`src/rtl/pgx_pkg.sv`:
```
package pgx_pkg;
  localparam int PG_OFF_W = 12;

  typedef enum logic [1:0] {
    ST_IDLE = 2'd0,
    ST_WALK = 2'd1,
    ST_RESP = 2'd2
  } walk_st_e;

  localparam logic TRAP_LEN = 1'b0;
  localparam logic TRAP_INV = 1'b1;
endpackage

```
`src/rtl/pgx_tlb.sv`:
```
module pgx_tlb #(
  parameter int N      = 8,
  parameter int VPN_W  = 20,
  parameter int PFN_W  = 20,
  parameter int ASID_W = 8
) (
  input  logic              clk,
  input  logic              rst_n,
  input  logic [VPN_W-1:0]  lk_vpn,
  input  logic [ASID_W-1:0] lk_asid,
  input  logic              fl_all,
  input  logic              fl_asid,
  input  logic [ASID_W-1:0] fl_asid_id,
  input  logic              wr_en,
  input  logic [PFN_W-1:0]  wr_pfn,
  output logic              hit,
  output logic [PFN_W-1:0]  hit_pfn,
  output logic [N-1:0]      hit_vec,
  output logic [N-1:0]      valid_vec
);
  localparam int IDX_W = (N > 1) ? $clog2(N) : 1;

  logic [IDX_W-1:0]  rr_q;
  logic [VPN_W-1:0]  e_vpn  [N];
  logic [ASID_W-1:0] e_asid [N];
  logic [PFN_W-1:0]  e_pfn  [N];

  for (genvar i = 0; i < N; i++) begin : g_ent
    assign hit_vec[i] = valid_vec[i] && (e_vpn[i] == lk_vpn) && (e_asid[i] == lk_asid);

    always_ff @(posedge clk or negedge rst_n) begin
      if (!rst_n) begin
        valid_vec[i] <= 1'b0;
        e_vpn[i]     <= '0;
        e_asid[i]    <= '0;
        e_pfn[i]     <= '0;
      end else begin
        if (fl_all || (fl_asid && e_asid[i] == fl_asid_id))
          valid_vec[i] <= 1'b0;
        if (wr_en && rr_q == IDX_W'(i)) begin
          valid_vec[i] <= 1'b1;
          e_vpn[i]     <= lk_vpn;
          e_asid[i]    <= lk_asid;
          e_pfn[i]     <= wr_pfn;
        end
      end
    end
  end

  always_comb begin
    hit_pfn = '0;
    for (int k = 0; k < N; k++)
      if (hit_vec[k]) hit_pfn = hit_pfn | e_pfn[k];
  end
  assign hit = |hit_vec;

  always_ff @(posedge clk or negedge rst_n) begin
    if (!rst_n)
      rr_q <= '0;
    else if (wr_en)
      rr_q <= (rr_q == IDX_W'(N - 1)) ? '0 : rr_q + 1'b1;
  end
endmodule

```
`src/rtl/pgx_walk_ctl.sv`:
```
module pgx_walk_ctl
  import pgx_pkg::*;
#(
  parameter int VPN_W = 20,
  parameter int PFN_W = 20,
  parameter int PA_W  = 32
) (
  input  logic                clk,
  input  logic                rst_n,
  input  logic                req_valid,
  input  logic [VPN_W-1:0]    vpn,
  input  logic [PG_OFF_W-1:0] off,
  input  logic [PA_W-1:0]     ptbr,
  input  logic [VPN_W-1:0]    ptlr,
  input  logic                tlb_hit,
  input  logic [PFN_W-1:0]    tlb_pfn,
  input  logic                mem_rd_ack,
  input  logic [31:0]         mem_rd_data,
  output logic                req_ready,
  output logic                mem_rd_req,
  output logic [PA_W-1:0]     mem_rd_addr,
  output logic                refill_en,
  output logic [PFN_W-1:0]    refill_pfn,
  output logic                ev_accept,
  output logic                ev_len_fault,
  output logic                rsp_done,
  output logic                rsp_trap,
  output logic                rsp_trap_kind,
  output logic [PA_W-1:0]     rsp_paddr
);
  function automatic logic [PA_W-1:0] pte_addr(input logic [PA_W-1:0] base,
                                               input logic [VPN_W-1:0] page);
    return base + PA_W'({page, 2'b00});
  endfunction

  function automatic logic [PA_W-1:0] join_pa(input logic [PFN_W-1:0] frame,
                                              input logic [PG_OFF_W-1:0] ofs);
    return {frame, ofs};
  endfunction

  walk_st_e        st_q;
  logic            trap_q, kind_q;
  logic [PA_W-1:0] pa_q;
  logic            pte_ok;

  assign req_ready    = (st_q == ST_IDLE);
  assign ev_accept    = req_valid && req_ready;
  assign ev_len_fault = (vpn >= ptlr);
  assign mem_rd_req   = (st_q == ST_WALK);
  assign mem_rd_addr  = pte_addr(ptbr, vpn);
  assign pte_ok       = mem_rd_data[0];
  assign refill_pfn   = mem_rd_data[PG_OFF_W +: PFN_W];
  assign refill_en    = mem_rd_req && mem_rd_ack && pte_ok;

  always_ff @(posedge clk or negedge rst_n) begin
    if (!rst_n) begin
      st_q   <= ST_IDLE;
      trap_q <= 1'b0;
      kind_q <= TRAP_LEN;
      pa_q   <= '0;
    end else begin
      case (st_q)
        ST_IDLE: if (ev_accept) begin
          if (tlb_hit) begin
            pa_q   <= join_pa(tlb_pfn, off);
            trap_q <= 1'b0;
            st_q   <= ST_RESP;
          end else if (ev_len_fault) begin
            trap_q <= 1'b1;
            kind_q <= TRAP_LEN;
            st_q   <= ST_RESP;
          end else begin
            st_q <= ST_WALK;
          end
        end
        ST_WALK: if (mem_rd_ack) begin
          if (pte_ok) begin
            pa_q   <= join_pa(refill_pfn, off);
            trap_q <= 1'b0;
          end else begin
            trap_q <= 1'b1;
            kind_q <= TRAP_INV;
          end
          st_q <= ST_RESP;
        end
        default: st_q <= ST_IDLE;
      endcase
    end
  end

  assign rsp_done      = (st_q == ST_RESP) && !trap_q;
  assign rsp_trap      = (st_q == ST_RESP) && trap_q;
  assign rsp_trap_kind = kind_q;
  assign rsp_paddr     = pa_q;
endmodule

```
`src/rtl/pgx_xlate_unit.sv`:
```
module pgx_xlate_unit
  import pgx_pkg::*;
#(
  parameter int VA_W   = 32,
  parameter int PA_W   = 32,
  parameter int ASID_W = 8,
  parameter int TLB_N  = 8
) (
  input  logic                  clk,
  input  logic                  rst_n,
  input  logic                  req_valid,
  output logic                  req_ready,
  input  logic [VA_W-1:0]       req_vaddr,
  input  logic [ASID_W-1:0]     req_asid,
  input  logic [PA_W-1:0]       ptbr,
  input  logic [VA_W-PG_OFF_W-1:0] ptlr,
  input  logic                  flush_all,
  input  logic                  flush_asid,
  input  logic [ASID_W-1:0]     flush_asid_id,
  output logic                  mem_rd_req,
  output logic [PA_W-1:0]       mem_rd_addr,
  input  logic                  mem_rd_ack,
  input  logic [31:0]           mem_rd_data,
  output logic                  rsp_done,
  output logic                  rsp_trap,
  output logic                  rsp_trap_kind,
  output logic [PA_W-1:0]       rsp_paddr
);
  localparam int VPN_W = VA_W - PG_OFF_W;
  localparam int PFN_W = PA_W - PG_OFF_W;

  logic [VPN_W-1:0]    va_vpn;
  logic [PG_OFF_W-1:0] va_off;
  logic                tlb_hit;
  logic [PFN_W-1:0]    tlb_pfn;
  logic [TLB_N-1:0]    tlb_hit_vec, tlb_valid_vec;
  logic                refill_en;
  logic [PFN_W-1:0]    refill_pfn;
  logic                ev_accept, ev_len_fault;

  assign va_vpn = req_vaddr[VA_W-1:PG_OFF_W];
  assign va_off = req_vaddr[PG_OFF_W-1:0];

  pgx_tlb #(.N(TLB_N), .VPN_W(VPN_W), .PFN_W(PFN_W), .ASID_W(ASID_W)) tlb_i (
    .clk        (clk),
    .rst_n      (rst_n),
    .lk_vpn     (va_vpn),
    .lk_asid    (req_asid),
    .fl_all     (flush_all),
    .fl_asid    (flush_asid),
    .fl_asid_id (flush_asid_id),
    .wr_en      (refill_en),
    .wr_pfn     (refill_pfn),
    .hit        (tlb_hit),
    .hit_pfn    (tlb_pfn),
    .hit_vec    (tlb_hit_vec),
    .valid_vec  (tlb_valid_vec)
  );

  pgx_walk_ctl #(.VPN_W(VPN_W), .PFN_W(PFN_W), .PA_W(PA_W)) ctl_i (
    .clk           (clk),
    .rst_n         (rst_n),
    .req_valid     (req_valid),
    .vpn           (va_vpn),
    .off           (va_off),
    .ptbr          (ptbr),
    .ptlr          (ptlr),
    .tlb_hit       (tlb_hit),
    .tlb_pfn       (tlb_pfn),
    .mem_rd_ack    (mem_rd_ack),
    .mem_rd_data   (mem_rd_data),
    .req_ready     (req_ready),
    .mem_rd_req    (mem_rd_req),
    .mem_rd_addr   (mem_rd_addr),
    .refill_en     (refill_en),
    .refill_pfn    (refill_pfn),
    .ev_accept     (ev_accept),
    .ev_len_fault  (ev_len_fault),
    .rsp_done      (rsp_done),
    .rsp_trap      (rsp_trap),
    .rsp_trap_kind (rsp_trap_kind),
    .rsp_paddr     (rsp_paddr)
  );
endmodule

```
`config.mk`:
```
export PLATFORM = sky130hd
export DESIGN_NAME = pgx_xlate_unit
export DESIGN_NICKNAME = d
export VERILOG_FILES = /design/src/rtl/pgx_pkg.sv /design/src/rtl/pgx_tlb.sv /design/src/rtl/pgx_walk_ctl.sv /design/src/rtl/pgx_xlate_unit.sv
export SDC_FILE = /design/constraint.sdc
export NUM_CORES = 1
export LEC_CHECK = 0
export BUFFER_PORTS_ARGS = -buffer_cell sky130_fd_sc_hd__buf_2
export CORE_ASPECT_RATIO = 1.25
export CORE_MARGIN = 2
export CORE_UTILIZATION = 50
export CTS_BUF_LIST = sky130_fd_sc_hd__clkbuf_8 sky130_fd_sc_hd__clkbuf_16
export DETAILED_ROUTE_END_ITERATION = 10
export GPL_ROUTABILITY_DRIVEN = 0
export MAX_ROUTING_LAYER = met4
export PLACE_DENSITY = 0.69
export SLEW_MARGIN = 40
export SYNTH_ARGS = -nofsm -noshare
export SYNTH_HDL_FRONTEND = slang
export SYNTH_SLANG_ARGS = --single-unit
```
`constraint.sdc`:
```
create_clock -name clk -period 4.2 [get_ports clk]
set_input_delay 0.84 -clock clk [delete_from_list [all_inputs] [get_ports clk]]
set_output_delay 0.84 -clock clk [all_outputs]
set_load 0.02 [all_outputs]
```
==> impl_results.html, run 1 <==
<table>
<tr><th>Metric</th><th>Value</th></tr>
<tr><th colspan="2">Global route</th></tr>
<tr><td>Largest net degree at the start of global routing</td><td>105</td></tr>
<tr><td>Wire length of the first global-routing pass</td><td>a little under 90000 µm</td></tr>
<tr><td>Tot GR Track Use</td><td>26.3%</td></tr>
<tr><td>GR Overflow Total</td><td>0</td></tr>
<tr><td>Vias in the first global route</td><td>15800</td></tr>
<tr><td>Initial antenna violation count</td><td>5</td></tr>
<tr><th colspan="2">Floorplanning</th></tr>
<tr><td>Vert. Die Dim</td><td>between 200 and 250 µm</td></tr>
<tr><td>Floorplan row count</td><td>86</td></tr>
<tr><td>Starting density of the core</td><td>50.5%</td></tr>
<tr><td>Total I/O pin count</td><td>around 210</td></tr>
<tr><td>Area of the die</td><td>approximately 46000 µm²</td></tr>
<tr><td>Std-Cell Core Area</td><td>between 40000 and 50000 µm²</td></tr>
<tr><td>Die X-Extent</td><td>around 190 µm</td></tr>
<tr><th colspan="2">Worst setup path</th></tr>
<tr><td>Data arrival at the endpoint of the critical path</td><td>around 3.3 ns</td></tr>
<tr><td>R2R Setup Slk</td><td>1.07 ns</td></tr>
<tr><td>WS Path Type</td><td>input pin to output port</td></tr>
<tr><td>Beginning of the worst register-to-register path</td><td>tlb_i.e_vpn[119]</td></tr>
<tr><td>Critical-path cell with the highest stage delay</td><td>or4_4</td></tr>
<tr><td>Crit path launch</td><td>ptbr[3]</td></tr>
<tr><td>Required time of the worst setup path</td><td>~3.4 ns</td></tr>
<tr><td>Endpoint class of the critical path</td><td>output port</td></tr>
<tr><td>Largest driver fanout on the critical path</td><td>5</td></tr>
<tr><td>Buffers plus inverters on the worst setup path</td><td>3</td></tr>
<tr><td>Kind of start point of the critical path</td><td>input pin</td></tr>
<tr><td>Critical Path, Cell by Cell</td><td>buf_2, ha_4, a211oi_4, nor3_2, o41a_1, o22a_1, or4_4, a311oi_2, buf_4, nor3b_2, xor2_1, buf_4</td></tr>
<tr><td>Cells on worst reg2reg path</td><td>11</td></tr>
<tr><td>Delay-heaviest family, CP</td><td>compound AO/OA/AOI/OAI gates</td></tr>
<tr><td>Endpoint of the worst-slack reg-to-reg timing path</td><td>ctl_i.rsp_paddr[11]</td></tr>
<tr><td>Crit path top cell by count</td><td>buf_4</td></tr>
<tr><td>Stage delay of the slowest cell on the critical path</td><td>between 0.4 and 0.5 ns</td></tr>
<tr><th colspan="2">CTS</th></tr>
<tr><td>Quantity of hold-fixing buffers added after cts</td><td>0</td></tr>
<tr><td>CTS max path bufs</td><td>3</td></tr>
<tr><td>Number of clock sinks</td><td>roughly 430</td></tr>
<tr><td>Latest clock arrival within the worst-skew pair</td><td>~0.56 ns</td></tr>
<tr><td>Master cell of the clock root buffer</td><td>clkbuf_16</td></tr>
<tr><td>Count of H-tree levels built during CTS</td><td>2</td></tr>
<tr><td>CTS buffer count</td><td>45</td></tr>
<tr><td>Clock slew at the register clock pins of the worst setup and hold paths</td><td>0.06 ns</td></tr>
<tr><td>Clock tree from TritonCTS</td><td>done</td></tr>
<tr><th colspan="2">Place</th></tr>
<tr><td>HPWL after DPL</td><td>~40000 µm</td></tr>
<tr><td>Number of input and output port buffers inserted</td><td>roughly 190</td></tr>
<tr><td>Number of instances in the placed design</td><td>2530</td></tr>
<tr><th colspan="2">Yosys</th></tr>
<tr><td>Net Count, Synth</td><td>2000</td></tr>
<tr><td>Async set or reset register ratio after synthesis</td><td>100%</td></tr>
<tr><td>Top cells by area in the synthesized netlist</td><td>dfrtp_1, mux2_2, xor2_1</td></tr>
<tr><td>Dominant cell type by area after synthesis</td><td>dfrtp_1</td></tr>
<tr><td>Area fraction of the dominant cell type after synthesis</td><td>between 40 and 50%</td></tr>
<tr><td>Number of unique standard cell types used by synthesis</td><td>57</td></tr>
<tr><td>Mean instance size in the synthesized netlist</td><td>12.2 µm²</td></tr>
<tr><td>Share of synthesized area occupied by flip-flops and latches</td><td>48.6%</td></tr>
<tr><td>Syn Inst Count</td><td>approximately 1800</td></tr>
<tr><td>Synthesized cell area</td><td>22200 µm²</td></tr>
<tr><td>Number of enable-type register cells in the synthesized netlist</td><td>0</td></tr>
<tr><td>Count of state elements after synthesis</td><td>~430</td></tr>
<tr><td>Synth Warn #</td><td>0</td></tr>
<tr><td>Ys flop type</td><td>dfrtp_1</td></tr>
<tr><th colspan="2">Status</th></tr>
<tr><td>Run status</td><td>complete, no violations</td></tr>
<tr><th colspan="2">Routing</th></tr>
<tr><td>Routed length per placed instance</td><td>~22 µm</td></tr>
<tr><td>Number of remaining DRC errors</td><td>0</td></tr>
<tr><td>Vias post-DR</td><td>between 15000 and 20000</td></tr>
<tr><td>First DRT Iteration DRCs</td><td>809</td></tr>
<tr><td>Final wirelength</td><td>58100 µm</td></tr>
<tr><td>1st-pass router iterations</td><td>6</td></tr>
<tr><td>Final ANT Viol Nets</td><td>0</td></tr>
<tr><td>DR vias/cell</td><td>5.81</td></tr>
<tr><th colspan="2">Timing</th></tr>
<tr><td>Worst clock skew on the final layout</td><td>0.0194 ns</td></tr>
<tr><td>Tmin final</td><td>4.14 ns</td></tr>
<tr><td>Finish-stage setup viols</td><td>0</td></tr>
<tr><td>Final critical-path share of the clock period</td><td>a little over nine tenths</td></tr>
<tr><td>Tightest slew margin relative to the limit</td><td>45.9%</td></tr>
<tr><td>Count of pins over their slew limit</td><td>0</td></tr>
<tr><td>Unrepaired setup endpoints after global routing</td><td>yes</td></tr>
<tr><td>Maximum clock rate</td><td>between 200 and 250 MHz</td></tr>
<tr><td>Final hold viol count</td><td>0</td></tr>
<tr><td>Hold slack</td><td>0.298 ns</td></tr>
<tr><td>Actual slew at the worst max-slew pin</td><td>0.812 ns</td></tr>
<tr><th colspan="2">Final layout</th></tr>
<tr><td>Post-synthesis to final-layout area growth</td><td>16.3%</td></tr>
<tr><td>Number of nets in the layout</td><td>2193</td></tr>
<tr><td>Non-filler instance count after layout</td><td>about 2600</td></tr>
<tr><td>Share of layout cells above drive strength 1</td><td>37.4%</td></tr>
<tr><th colspan="2">Min path</th></tr>
<tr><td>Worst min path class</td><td>input pin to asynchronous set/reset pin</td></tr>
<tr><th colspan="2">Run</th></tr>
<tr><td>Max Cap Viol</td><td>0</td></tr>
<tr><th colspan="2">Pwr</th></tr>
<tr><td>Reported leakage power</td><td>12.6 nW</td></tr>
<tr><td>Largest vdd supply drop</td><td>around 0.00055 V</td></tr>
<tr><td>Power density over the cells</td><td>575 nW/µm²</td></tr>
</table>
[how the worst max path moves through the flow]
| stage | endpoint | slack [ns] | cells past startpoint |
|---|---|---|---|
| floorplan | mem_rd_addr[25] | 0.05 | 9 |
| global placement | mem_rd_addr[21] | -0.15 | 11 |
| detailed placement | mem_rd_addr[25] | -0.19 | 12 |
| CTS | mem_rd_addr[25] | 0.01 | 12 |
| global route | mem_rd_addr[29] | -0.04 | 12 |
| finish | mem_rd_addr[25] | 0.06 | 12 |
[cell families after synthesis]
| logic type | synth area share (%) |
|---|---|
| compound gates | 6.99 |
| fa+ha+maj | 2.68 |
| buf+inv | 3.32 |
| simple gates | 5.77 |
| flops | 48.6 |
| mux | 20.5 |
| xor+xnor | 12.1 |
[layout by cell type (no fill, tap or decap), types with 4 or more instances in the layout]
| cell type | netlist | final |
|---|---|---|
| a21o_1 | 15 | 15 |
| a21oi_1 | 22 | 20 |
| a221oi_1 | 41 | 41 |
| a22o_1 | 40 | 40 |
| a31o_2 | 4 | 4 |
| a31oi_1 | 22 | 22 |
| and3_1 | 9 | 5 |
| and3_2 | 0 | 4 |
| buf_12 | 0 | 12 |
| buf_2 | 27 | 180 |
| buf_4 | 3 | 85 |
| buf_6 | 3 | 4 |
| clkbuf_16 | 0 | 46 |
| clkbuf_8 | 0 | 11 |
| clkinv_2 | 0 | 10 |
| dfrtp_1 | 431 | 431 |
| diode_2 | 0 | 6 |
| ha_1 | 46 | 41 |
| inv_1 | 42 | 54 |
| mux2_1 | 31 | 31 |
| mux2_2 | 372 | 372 |
| nand2_1 | 39 | 37 |
| nand3_1 | 24 | 21 |
| nand4_1 | 38 | 38 |
| nor2_1 | 42 | 42 |
| nor3_1 | 23 | 22 |
| nor3b_1 | 6 | 4 |
| nor4_1 | 45 | 38 |
| nor4_2 | 0 | 7 |
| o211ai_1 | 4 | 4 |
| o21a_1 | 4 | 4 |
| o21ai_0 | 28 | 26 |
| xnor2_1 | 108 | 108 |
| xor2_1 | 199 | 199 |
[state kept, by name, summed over array words and instances, names as in the netlist]
register	count
tlb_i.valid_vec	8
ctl_i.st_q	2
tlb_i.e_asid	64
ctl_i.rsp_trap_kind	1
ctl_i.rsp_paddr	32
tlb_i.rr_q	3
ctl_i.trap_q	1
tlb_i.e_vpn	160
tlb_i.e_pfn	160
[worst reg2reg max path, delay by kind of cell, from the launching register on]
family | cells | cell delay (ns)
compound gates | 1 | 0.37
buf+inv | 3 | 0.61
simple gates | 5 | 1.13
flops | 1 | 0.39
mux | 1 | 0.37
xor+xnor | 1 | 0.14
[metal layers]
layer	GRT usage [%]	up-vias	share of wire [%]
li1	-	6885	-
met1	30.7	7809	40
met2	45.0	390	51
met3	3.87	138	4.3
met4	11.4	0	4.2
met5	-	-	0
[cell type report]
class / instances / area [µm²]
antenna: 6 / 15.0
tap: 572 / 716
fill: 3628 / 18100
sequential: 431 / 10800
multi-input combinational: 1206 / 10900
clock buffer: 57 / 1300
inverter: 42 / 158
timing repair buffer: 282 / 1840
clock inverter: 25 / 140
[power breakdown]
group	switching [W]	total, W	leakage, nW	internal (W)
Combinational	0.00194	0.00417	6.08	0.00223
Sequential	0.00109	0.00684	5.76	0.00574
Clock	0.00165	0.00384	0.770	0.00219
Total	0.00468	0.0148	12.6	0.0102
[cells in the mapped netlist (6+ instances only)]
| master | n |
|---|---|
| a21o_1 | 15 |
| a21oi_1 | 22 |
| a221oi_1 | 41 |
| a22o_1 | 40 |
| a31oi_1 | 22 |
| and3_1 | 9 |
| buf_1 | 21 |
| buf_2 | 27 |
| clkbuf_1 | 82 |
| dfrtp_1 | 431 |
| ha_1 | 46 |
| inv_1 | 42 |
| mux2_1 | 31 |
| mux2_2 | 372 |
| nand2_1 | 39 |
| nand3_1 | 24 |
| nand4_1 | 38 |
| nor2_1 | 42 |
| nor3_1 | 23 |
| nor3b_1 | 6 |
| nor4_1 | 45 |
| o21ai_0 | 28 |
| xnor2_1 | 108 |
| xor2_1 | 199 |
[what timing repair did]
item | 4_1_cts | 5_1_grt
resized for setup | 14 | 28
pin swaps | 5 | 3
setup buffers | 0 | 2
endpoints found under the setup margin | 11 | 13
cloned | 1 | 0
[stage by stage]
stage | setup WS, ns | utilization (%) | total power [W] | instance area (µm²) | TNS, ns
3_5_place_dp | -0.195 | 55.0 | 0.0110 | 24200 | -1.30
4_1_cts | 0.0110 | 58.5 | 0.0149 | 25700 | 0
3_3_place_gp | -0.152 | 55.0 | 0.0108 | 24200 | -0.766
6_report | 0.0644 | 58.8 | 0.0148 | 25800 | 0
2_1_floorplan | 0.0536 | - | 0.00971 | 22200 | 0
5_1_grt | -0.0448 | 58.8 | 0.0157 | 25800 | -0.163
Note: power is estimated with default switching activity, not from simulation.
==> inputs of run 2 (changes only) <==
--- a/config.mk
+++ b/config.mk
@@ -5,6 +5,7 @@
 export SDC_FILE = /design/constraint.sdc
 export NUM_CORES = 1
 export LEC_CHECK = 0
+export ABC_AREA = 1
 export BUFFER_PORTS_ARGS = -buffer_cell sky130_fd_sc_hd__buf_2
 export CORE_ASPECT_RATIO = 1.25
 export CORE_MARGIN = 2
@@ -13,7 +14,7 @@
 export DETAILED_ROUTE_END_ITERATION = 10
 export GPL_ROUTABILITY_DRIVEN = 0
 export MAX_ROUTING_LAYER = met4
-export PLACE_DENSITY = 0.69
+export PLACE_DENSITY = 0.68
 export SLEW_MARGIN = 40
 export SYNTH_ARGS = -nofsm -noshare
 export SYNTH_HDL_FRONTEND = slang
==> impl_results.html, run 2 <==
<table>
<tr><th>Metric</th><th>Value</th></tr>
<tr><th colspan="2">Worst setup path</th></tr>
<tr><td>Data arrival at the endpoint of the critical path</td><td>2.92 ns</td></tr>
<tr><td>Beginning of the worst register-to-register path</td><td>ctl_i.st_q[0]</td></tr>
<tr><td>Kind of start point of the critical path</td><td>input pin</td></tr>
<tr><td>Endpoint class of the critical path</td><td>output port</td></tr>
<tr><td>Required time of the worst setup path</td><td>3.36 ns</td></tr>
<tr><td>WS Path Type</td><td>input pin to output port</td></tr>
<tr><td>Crit path launch</td><td>req_vaddr[15]</td></tr>
<tr><td>Largest driver fanout on the critical path</td><td>5</td></tr>
<tr><td>Cells on worst reg2reg path</td><td>10</td></tr>
<tr><th colspan="2">Place</th></tr>
<tr><td>Number of input and output port buffers inserted</td><td>191</td></tr>
<tr><td>Worst setup slack after placement</td><td>around 0.46 ns</td></tr>
<tr><td>HPWL after DPL</td><td>65500 µm</td></tr>
<tr><th colspan="2">Pwr</th></tr>
<tr><td>Largest vdd supply drop</td><td>0.000444 V</td></tr>
<tr><td>Power density over the cells</td><td>589 nW/µm²</td></tr>
<tr><td>Reported leakage power</td><td>15.2 nW</td></tr>
<tr><th colspan="2">Yosys</th></tr>
<tr><td>Number of unique standard cell types used by synthesis</td><td>48</td></tr>
<tr><td>Most instantiated library cell after synthesis</td><td>nand2_1</td></tr>
<tr><td>Ys flop type</td><td>dfrtp_1</td></tr>
<tr><td>Number of enable-type register cells in the synthesized netlist</td><td>0</td></tr>
<tr><td>Syn Inst Count</td><td>3730</td></tr>
<tr><td>Top cells by area in the synthesized netlist</td><td>dfrtp_1, nand2_1, o21ai_0</td></tr>
<tr><td>Dominant cell type by area after synthesis</td><td>dfrtp_1</td></tr>
<tr><td>Synthesized cell area</td><td>25800 µm²</td></tr>
<tr><td>Count of state elements after synthesis</td><td>431</td></tr>
<tr><td>Share of synthesized area occupied by flip-flops and latches</td><td>about two fifths</td></tr>
<tr><td>Synth cell count leaders</td><td>nand2_1, dfrtp_1, o21ai_0</td></tr>
<tr><td>Synth Warn #</td><td>0</td></tr>
<tr><td>Mean instance size in the synthesized netlist</td><td>6.90 µm²</td></tr>
<tr><td>Net Count, Synth</td><td>about 4000</td></tr>
<tr><td>Area fraction of the dominant cell type after synthesis</td><td>41.9%</td></tr>
<tr><td>Async set or reset register ratio after synthesis</td><td>100%</td></tr>
<tr><th colspan="2">Routing</th></tr>
<tr><td>First DRT Iteration DRCs</td><td>roughly 2500</td></tr>
<tr><td>Final ANT Viol Nets</td><td>0</td></tr>
<tr><td>Final wirelength</td><td>94600 µm</td></tr>
<tr><td>Vias post-DR</td><td>25600</td></tr>
<tr><td>DR vias/cell</td><td>5.54</td></tr>
<tr><td>Routed length per placed instance</td><td>20.5 µm</td></tr>
<tr><td>1st-pass router iterations</td><td>7</td></tr>
<tr><td>Number of remaining DRC errors</td><td>0</td></tr>
<tr><th colspan="2">CTS</th></tr>
<tr><td>CTS buffer count</td><td>46</td></tr>
<tr><td>CTS max path bufs</td><td>3</td></tr>
<tr><td>Number of clock sinks</td><td>431</td></tr>
<tr><td>Clock slew at the register clock pins of the worst setup and hold paths</td><td>0.06 ns</td></tr>
<tr><td>Quantity of hold-fixing buffers added after cts</td><td>0</td></tr>
<tr><td>Latest clock arrival within the worst-skew pair</td><td>around 0.62 ns</td></tr>
<tr><td>Clock tree from TritonCTS</td><td>done</td></tr>
<tr><td>Count of buffers added by post-CTS timing repair for setup</td><td>0</td></tr>
<tr><td>Count of H-tree levels built during CTS</td><td>2</td></tr>
<tr><td>Post-cts gate resize count</td><td>0</td></tr>
<tr><td>Master cell of the clock root buffer</td><td>clkbuf_16</td></tr>
<tr><th colspan="2">Global route</th></tr>
<tr><td>GR Overflow Total</td><td>0</td></tr>
<tr><td>Largest net degree at the start of global routing</td><td>98</td></tr>
<tr><td>Tot GR Track Use</td><td>36.9%</td></tr>
<tr><td>Wire length of the first global-routing pass</td><td>143000 µm</td></tr>
<tr><td>Initial antenna violation count</td><td>6</td></tr>
<tr><td>Vias in the first global route</td><td>24100</td></tr>
<tr><th colspan="2">Floorplanning</th></tr>
<tr><td>Starting density of the core</td><td>50.3%</td></tr>
<tr><td>Std-Cell Core Area</td><td>slightly above 50000 µm²</td></tr>
<tr><td>Vert. Die Dim</td><td>258 µm</td></tr>
<tr><td>Die X-Extent</td><td>207 µm</td></tr>
<tr><td>Total I/O pin count</td><td>207</td></tr>
<tr><td>Floorplan row count</td><td>between 90 and 100</td></tr>
<tr><td>Area of the die</td><td>53400 µm²</td></tr>
<tr><th colspan="2">Timing</th></tr>
<tr><td>Actual slew at the worst max-slew pin</td><td>0.773 ns</td></tr>
<tr><td>Tmin final</td><td>3.76 ns</td></tr>
<tr><td>Worst clock skew on the final layout</td><td>0.0309 ns</td></tr>
<tr><td>Maximum clock rate</td><td>approximately 270 MHz</td></tr>
<tr><td>Finish-stage setup viols</td><td>0</td></tr>
<tr><td>Fin worst setup slack</td><td>~0.44 ns</td></tr>
<tr><td>Count of pins over their slew limit</td><td>0</td></tr>
<tr><td>Unrepaired setup endpoints after global routing</td><td>no</td></tr>
<tr><td>Final hold viol count</td><td>0</td></tr>
<tr><td>Tightest slew margin relative to the limit</td><td>48.4%</td></tr>
<tr><td>Post-route setup TNS</td><td>0 ns</td></tr>
<tr><td>Final critical-path share of the clock period</td><td>around 90%</td></tr>
<tr><th colspan="2">Final layout</th></tr>
<tr><td>Most common cell after layout, fill and taps aside</td><td>nand2_1</td></tr>
<tr><td>Share of layout cells above drive strength 1</td><td>a little under an eighth</td></tr>
<tr><td>Post-synthesis to final-layout area growth</td><td>14.3%</td></tr>
<tr><td>Most used cells in the layout excluding fill and tap cells</td><td>nand2_1, dfrtp_1, o21ai_0</td></tr>
<tr><td>Number of nets in the layout</td><td>between 4000 and 5000</td></tr>
<tr><td>Top flop regs</td><td>tlb_i.e_pfn x160, tlb_i.e_vpn x160, tlb_i.e_asid x64</td></tr>
<tr><th colspan="2">Status</th></tr>
<tr><td>Run status</td><td>complete, no violations</td></tr>
<tr><th colspan="2">Min path</th></tr>
<tr><td>Worst min path class</td><td>input pin to asynchronous set/reset pin</td></tr>
<tr><th colspan="2">Run</th></tr>
<tr><td>Max Cap Viol</td><td>0</td></tr>
</table>
[run 2: changes by cell type after synthesis, moves of 182 or more]
cell / previous run / this run
o21ai_0: 28 / 424
mux2_2: 372 / 0
nand2_1: 39 / 1396
nand3_1: 24 / 206
nor2_1: 42 / 259
inv_1: 42 / 411
[run 2: per-stage QoR]
stage	util (%)	cells	hold WS, ns	total power, W	area (µm²)
after global placement	54.1	4529	0.461	0.0126	27700
after floorplan	-	3730	0.453	0.0109	25800
after CTS	57.4	4613	0.297	0.0173	29400
after global routing	57.5	4620	0.0823	0.0185	29400
after detailed placement	54.2	4529	0.462	0.0128	27700
final	57.5	4621	0.0762	0.0173	29400
[run 2: logic make-up (layout without fill, tap and decap cells)]
group,Yosys count,in the layout,synth area share (%)
simple gates,2004,2004,31.7
buf+inv,605,824,9.62
compound gates,554,554,11.5
flops,431,431,41.9
xor+xnor,89,89,3.03
fa+ha+maj,47,47,2.31
other cells,0,7,0
[run 2: final timing paths]
path	endpoint	slack, ns
min	tlb_i.e_vpn[63]	0.08
min in group clk	ctl_i.rsp_paddr[11]	0.43
min reg2reg	ctl_i.rsp_paddr[13]	0.48
max	mem_rd_addr[20]	0.44
max reg2reg	tlb_i.e_pfn[60]	1.08
max in group asynchronous	tlb_i.e_pfn[91]	3.01
[run 2: where the power goes]
group / total [W] / internal [W] / switching [W]
Sequential: 0.00707 / 0.00578 / 0.00129
Clock: 0.00449 / 0.00264 / 0.00185
Combinational: 0.00576 / 0.00210 / 0.00366
[run 2: layer usage]
metal  share of wire [%]  global-route usage (%)
met1                  38                    44.5
met2                  45                    56.8
met3                 9.0                    6.89
met4                 7.6                    22.9
met5                   0                       -
[run 2: cell type report]
class,instances,area [µm²]
fillers,5053,21800
diodes,7,17.5
clock buffers,56,1290
repair buffers,301,1890
clock inverters,28,374
well taps,665,832
inverters,439,1650
flip-flops and latches,431,10800
multi-input cells,2694,12600
[run 2: worst max-delay path, cell delays in order]
cell and delay (ns):
buf_2 0.11, ha_1 0.35, a21oi_1 0.15, o21ai_0 0.12, a21boi_0 0.45, inv_1 0.12, a21oi_1 0.24, nor2_1 0.07
nor2_1 0.11, xnor2_1 0.15, buf_2 0.20
==> inputs of run 3 (changes only) <==
--- a/config.mk
+++ b/config.mk
@@ -6,7 +6,7 @@
 export NUM_CORES = 1
 export LEC_CHECK = 0
 export ABC_AREA = 1
-export BUFFER_PORTS_ARGS = -buffer_cell sky130_fd_sc_hd__buf_2
+export BUFFER_PORTS_ARGS = -buffer_cell sky130_fd_sc_hd__buf_4
 export CORE_ASPECT_RATIO = 1.25
 export CORE_MARGIN = 2
 export CORE_UTILIZATION = 50
==> impl_results.html, run 3 (same netlist as run 2, synthesis figures left out) <==
<table>
<tr><th>Metric</th><th>Value</th></tr>
<tr><th colspan="2">Status</th></tr>
<tr><td>Run status</td><td>complete, no violations</td></tr>
<tr><th colspan="2">Routing</th></tr>
<tr><td>First DRT Iteration DRCs</td><td>roughly 2700</td></tr>
<tr><td>Final ANT Viol Nets</td><td>0</td></tr>
<tr><td>Final wirelength</td><td>a little under 100000 µm</td></tr>
<tr><td>Vias post-DR</td><td>25800</td></tr>
<tr><td>1st-pass router iterations</td><td>6</td></tr>
<tr><td>Number of remaining DRC errors</td><td>0</td></tr>
<tr><td>Routed length per placed instance</td><td>roughly 21 µm</td></tr>
<tr><td>DR vias/cell</td><td>5.62</td></tr>
<tr><th colspan="2">Timing</th></tr>
<tr><td>Fin worst setup slack</td><td>0.407 ns</td></tr>
<tr><td>Final critical-path share of the clock period</td><td>90.3%</td></tr>
<tr><td>Unrepaired setup endpoints after global routing</td><td>no</td></tr>
<tr><td>Count of pins over their slew limit</td><td>0</td></tr>
<tr><td>Maximum clock rate</td><td>264 MHz</td></tr>
<tr><td>Final hold viol count</td><td>0</td></tr>
<tr><td>Tightest slew margin relative to the limit</td><td>about 41%</td></tr>
<tr><td>Finish-stage setup viols</td><td>0</td></tr>
<tr><td>Worst clock skew on the final layout</td><td>0.0310 ns</td></tr>
<tr><td>Post-route setup TNS</td><td>0 ns</td></tr>
<tr><td>Tmin final</td><td>about 3.8 ns</td></tr>
<tr><td>Actual slew at the worst max-slew pin</td><td>0.891 ns</td></tr>
<tr><th colspan="2">Floorplanning</th></tr>
<tr><td>Area of the die</td><td>53400 µm²</td></tr>
<tr><td>Total I/O pin count</td><td>roughly 210</td></tr>
<tr><td>Floorplan row count</td><td>93</td></tr>
<tr><td>Die X-Extent</td><td>roughly 210 µm</td></tr>
<tr><td>Starting density of the core</td><td>about half</td></tr>
<tr><td>Std-Cell Core Area</td><td>51200 µm²</td></tr>
<tr><td>Vert. Die Dim</td><td>roughly 260 µm</td></tr>
<tr><th colspan="2">Worst setup path</th></tr>
<tr><td>Critical Path, Cell by Cell</td><td>buf_4, ha_1, a21oi_1, o21ai_0, a21boi_0, inv_1, a21oi_1, nor2_1, nor2_1, xnor2_1, buf_4</td></tr>
<tr><td>Beginning of the worst register-to-register path</td><td>ctl_i.st_q[0]</td></tr>
<tr><td>Stage delay of the slowest cell on the critical path</td><td>0.50 ns</td></tr>
<tr><td>Endpoint class of the critical path</td><td>output port</td></tr>
<tr><td>Crit path launch</td><td>req_vaddr[15]</td></tr>
<tr><td>Critical-path cell with the highest stage delay</td><td>a21boi_0</td></tr>
<tr><td>R2R Setup Slk</td><td>1.53 ns</td></tr>
<tr><td>Required time of the worst setup path</td><td>3.36 ns</td></tr>
<tr><td>Endpoint of the worst-slack reg-to-reg timing path</td><td>tlb_i.e_pfn[101]</td></tr>
<tr><td>Kind of start point of the critical path</td><td>input pin</td></tr>
<tr><td>Largest driver fanout on the critical path</td><td>5</td></tr>
<tr><td>Data arrival at the endpoint of the critical path</td><td>~3.0 ns</td></tr>
<tr><td>Cells on worst reg2reg path</td><td>9</td></tr>
<tr><td>WS Path Type</td><td>input pin to output port</td></tr>
<tr><td>Critical path endpoint</td><td>mem_rd_addr[20]</td></tr>
<tr><th colspan="2">CTS</th></tr>
<tr><td>Clock slew at the register clock pins of the worst setup and hold paths</td><td>0.06 ns</td></tr>
<tr><td>Quantity of hold-fixing buffers added after cts</td><td>0</td></tr>
<tr><td>Latest clock arrival within the worst-skew pair</td><td>0.62 ns</td></tr>
<tr><td>CTS max path bufs</td><td>3</td></tr>
<tr><td>Count of buffers added by post-CTS timing repair for setup</td><td>0</td></tr>
<tr><td>Count of H-tree levels built during CTS</td><td>2</td></tr>
<tr><td>CTS buffer count</td><td>46</td></tr>
<tr><td>Post-cts gate resize count</td><td>0</td></tr>
<tr><td>Number of clock sinks</td><td>431</td></tr>
<tr><td>Clock tree from TritonCTS</td><td>done</td></tr>
<tr><td>Master cell of the clock root buffer</td><td>clkbuf_16</td></tr>
<tr><th colspan="2">Pwr</th></tr>
<tr><td>Switching component of the power</td><td>0.00686 W</td></tr>
<tr><td>Switching portion of total power</td><td>between 30% and 40%</td></tr>
<tr><td>Design internal power</td><td>~0.010 W</td></tr>
<tr><td>Largest vdd supply drop</td><td>0.000418 V</td></tr>
<tr><td>Power density over the cells</td><td>586 nW/µm²</td></tr>
<tr><td>Part of the power in the clock network</td><td>24.8%</td></tr>
<tr><td>Relative contribution of sequential cells to total power</td><td>41.0%</td></tr>
<tr><td>Reported leakage power</td><td>about 15 nW</td></tr>
<tr><td>Part of the power in combinational logic</td><td>34.3%</td></tr>
<tr><th colspan="2">Final layout</th></tr>
<tr><td>Post-synthesis to final-layout area growth</td><td>14.9%</td></tr>
<tr><td>Top flop regs</td><td>tlb_i.e_pfn x160, tlb_i.e_vpn x160, tlb_i.e_asid x64</td></tr>
<tr><td>Most common cell after layout, fill and taps aside</td><td>nand2_1</td></tr>
<tr><td>Non-filler instance count after layout</td><td>4583</td></tr>
<tr><td>Share of layout cells above drive strength 1</td><td>10.5%</td></tr>
<tr><td>Most used cells in the layout excluding fill and tap cells</td><td>nand2_1, dfrtp_1, o21ai_0</td></tr>
<tr><td>Number of nets in the layout</td><td>~4100</td></tr>
<tr><th colspan="2">Place</th></tr>
<tr><td>Number of input and output port buffers inserted</td><td>~190</td></tr>
<tr><td>Number of instances in the placed design</td><td>around 4500</td></tr>
<tr><td>Worst setup slack after placement</td><td>0.455 ns</td></tr>
<tr><td>HPWL after DPL</td><td>~66000 µm</td></tr>
<tr><th colspan="2">Min path</th></tr>
<tr><td>Worst min path class</td><td>input pin to asynchronous set/reset pin</td></tr>
<tr><th colspan="2">Global route</th></tr>
<tr><td>GR Overflow Total</td><td>0</td></tr>
<tr><td>GRT Max-Usage Layer</td><td>met2</td></tr>
<tr><td>Initial antenna violation count</td><td>1</td></tr>
<tr><td>Largest net degree at the start of global routing</td><td>98</td></tr>
<tr><td>Global routing met1 resource utilization</td><td>44.6%</td></tr>
<tr><td>Wire length of the first global-routing pass</td><td>146000 µm</td></tr>
<tr><td>Tot GR Track Use</td><td>37.7%</td></tr>
<tr><td>Met2 usage in global routing</td><td>~59%</td></tr>
<tr><td>Vias in the first global route</td><td>24400</td></tr>
<tr><td>Fraction of met3 tracks used by global routing</td><td>6.11%</td></tr>
<tr><th colspan="2">Run</th></tr>
<tr><td>Max Cap Viol</td><td>0</td></tr>
</table>
-- run 3: cell count changes in the layout (fill, tap and decap cells not counted), sizes merged --
cell / previous run / this run
buf: 301 / 269
diode: 7 / 1
inv: 441 / 446
bufinv: 7 / 4
clkinv: 16 / 13
clkbuf: 56 / 57
-- run 3: how the worst min path moves through the flow --
stage / startpoint / endpoint / slack (ns) / cells after the start
after global routing: rst_n / tlb_i.e_vpn[117] / 0.09 / 1
after detailed placement: ctl_i.rsp_paddr[10] / ctl_i.rsp_paddr[10] / 0.47 / 2
after CTS: rst_n / tlb_i.e_vpn[117] / 0.29 / 1
after global placement: tlb_i.e_pfn[31] / tlb_i.e_pfn[31] / 0.46 / 2
after floorplan: tlb_i.e_pfn[103] / tlb_i.e_pfn[103] / 0.45 / 2
final: rst_n / tlb_i.e_vpn[117] / 0.08 / 1
-- run 3: per-layer routing --
metal / up-vias / wire (µm)
met5: - / 0
met4: 0 / 7950
met3: 413 / 8050
met2: 1222 / 44700
met1: 12000 / 36100
li1: 12100 / -
-- run 3: per-stage QoR --
step | hold WS (ns) | power, W | instance area, µm² | utilization, %
finish | 0.0817 | 0.0173 | 29600 | 57.8
global route | 0.0885 | 0.0185 | 29600 | 57.8
CTS | 0.293 | 0.0172 | 29500 | 57.7
detailed placement | 0.467 | 0.0129 | 28000 | 54.6
global placement | 0.465 | 0.0128 | 27900 | 54.6
floorplan | 0.453 | 0.0109 | 25800 | -
-- run 3: final cells by class --
cell class	count	area [µm²]
Sequential cell	431	10800
Timing Repair Buffer	269	2130
Clock inverter	27	278
Antenna cell	1	2.50
Inverter	439	1650
Clock buffer	57	1300
Tap cell	665	832
Multi-Input combinational cell	2694	12600
Fill cell	5090	21600
-- run 3: power by group through the flow --
| stage | sequential (W) | clock (W) | combinational, W |
|---|---|---|---|
| after floorplan | 0.00687 | 0 | 0.00403 |
| after global placement | 0.00704 | 0 | 0.00571 |
| after detailed placement | 0.00707 | 0 | 0.00587 |
| after CTS | 0.00704 | 0.00432 | 0.00588 |
| after global routing | 0.00727 | 0.00448 | 0.00673 |
| final | 0.00710 | 0.00430 | 0.00594 |
-- run 3: worst max-delay path, delay by kind of cell --
kind                     cells  cell delay, ns
AND/OR/NAND/NOR              2            0.17
buffers and inverters        3            0.43
XOR/XNOR                     1            0.15
AO/OA/AOI/OAI                4            1.01
adder cells (fa/ha/maj)      1            0.35
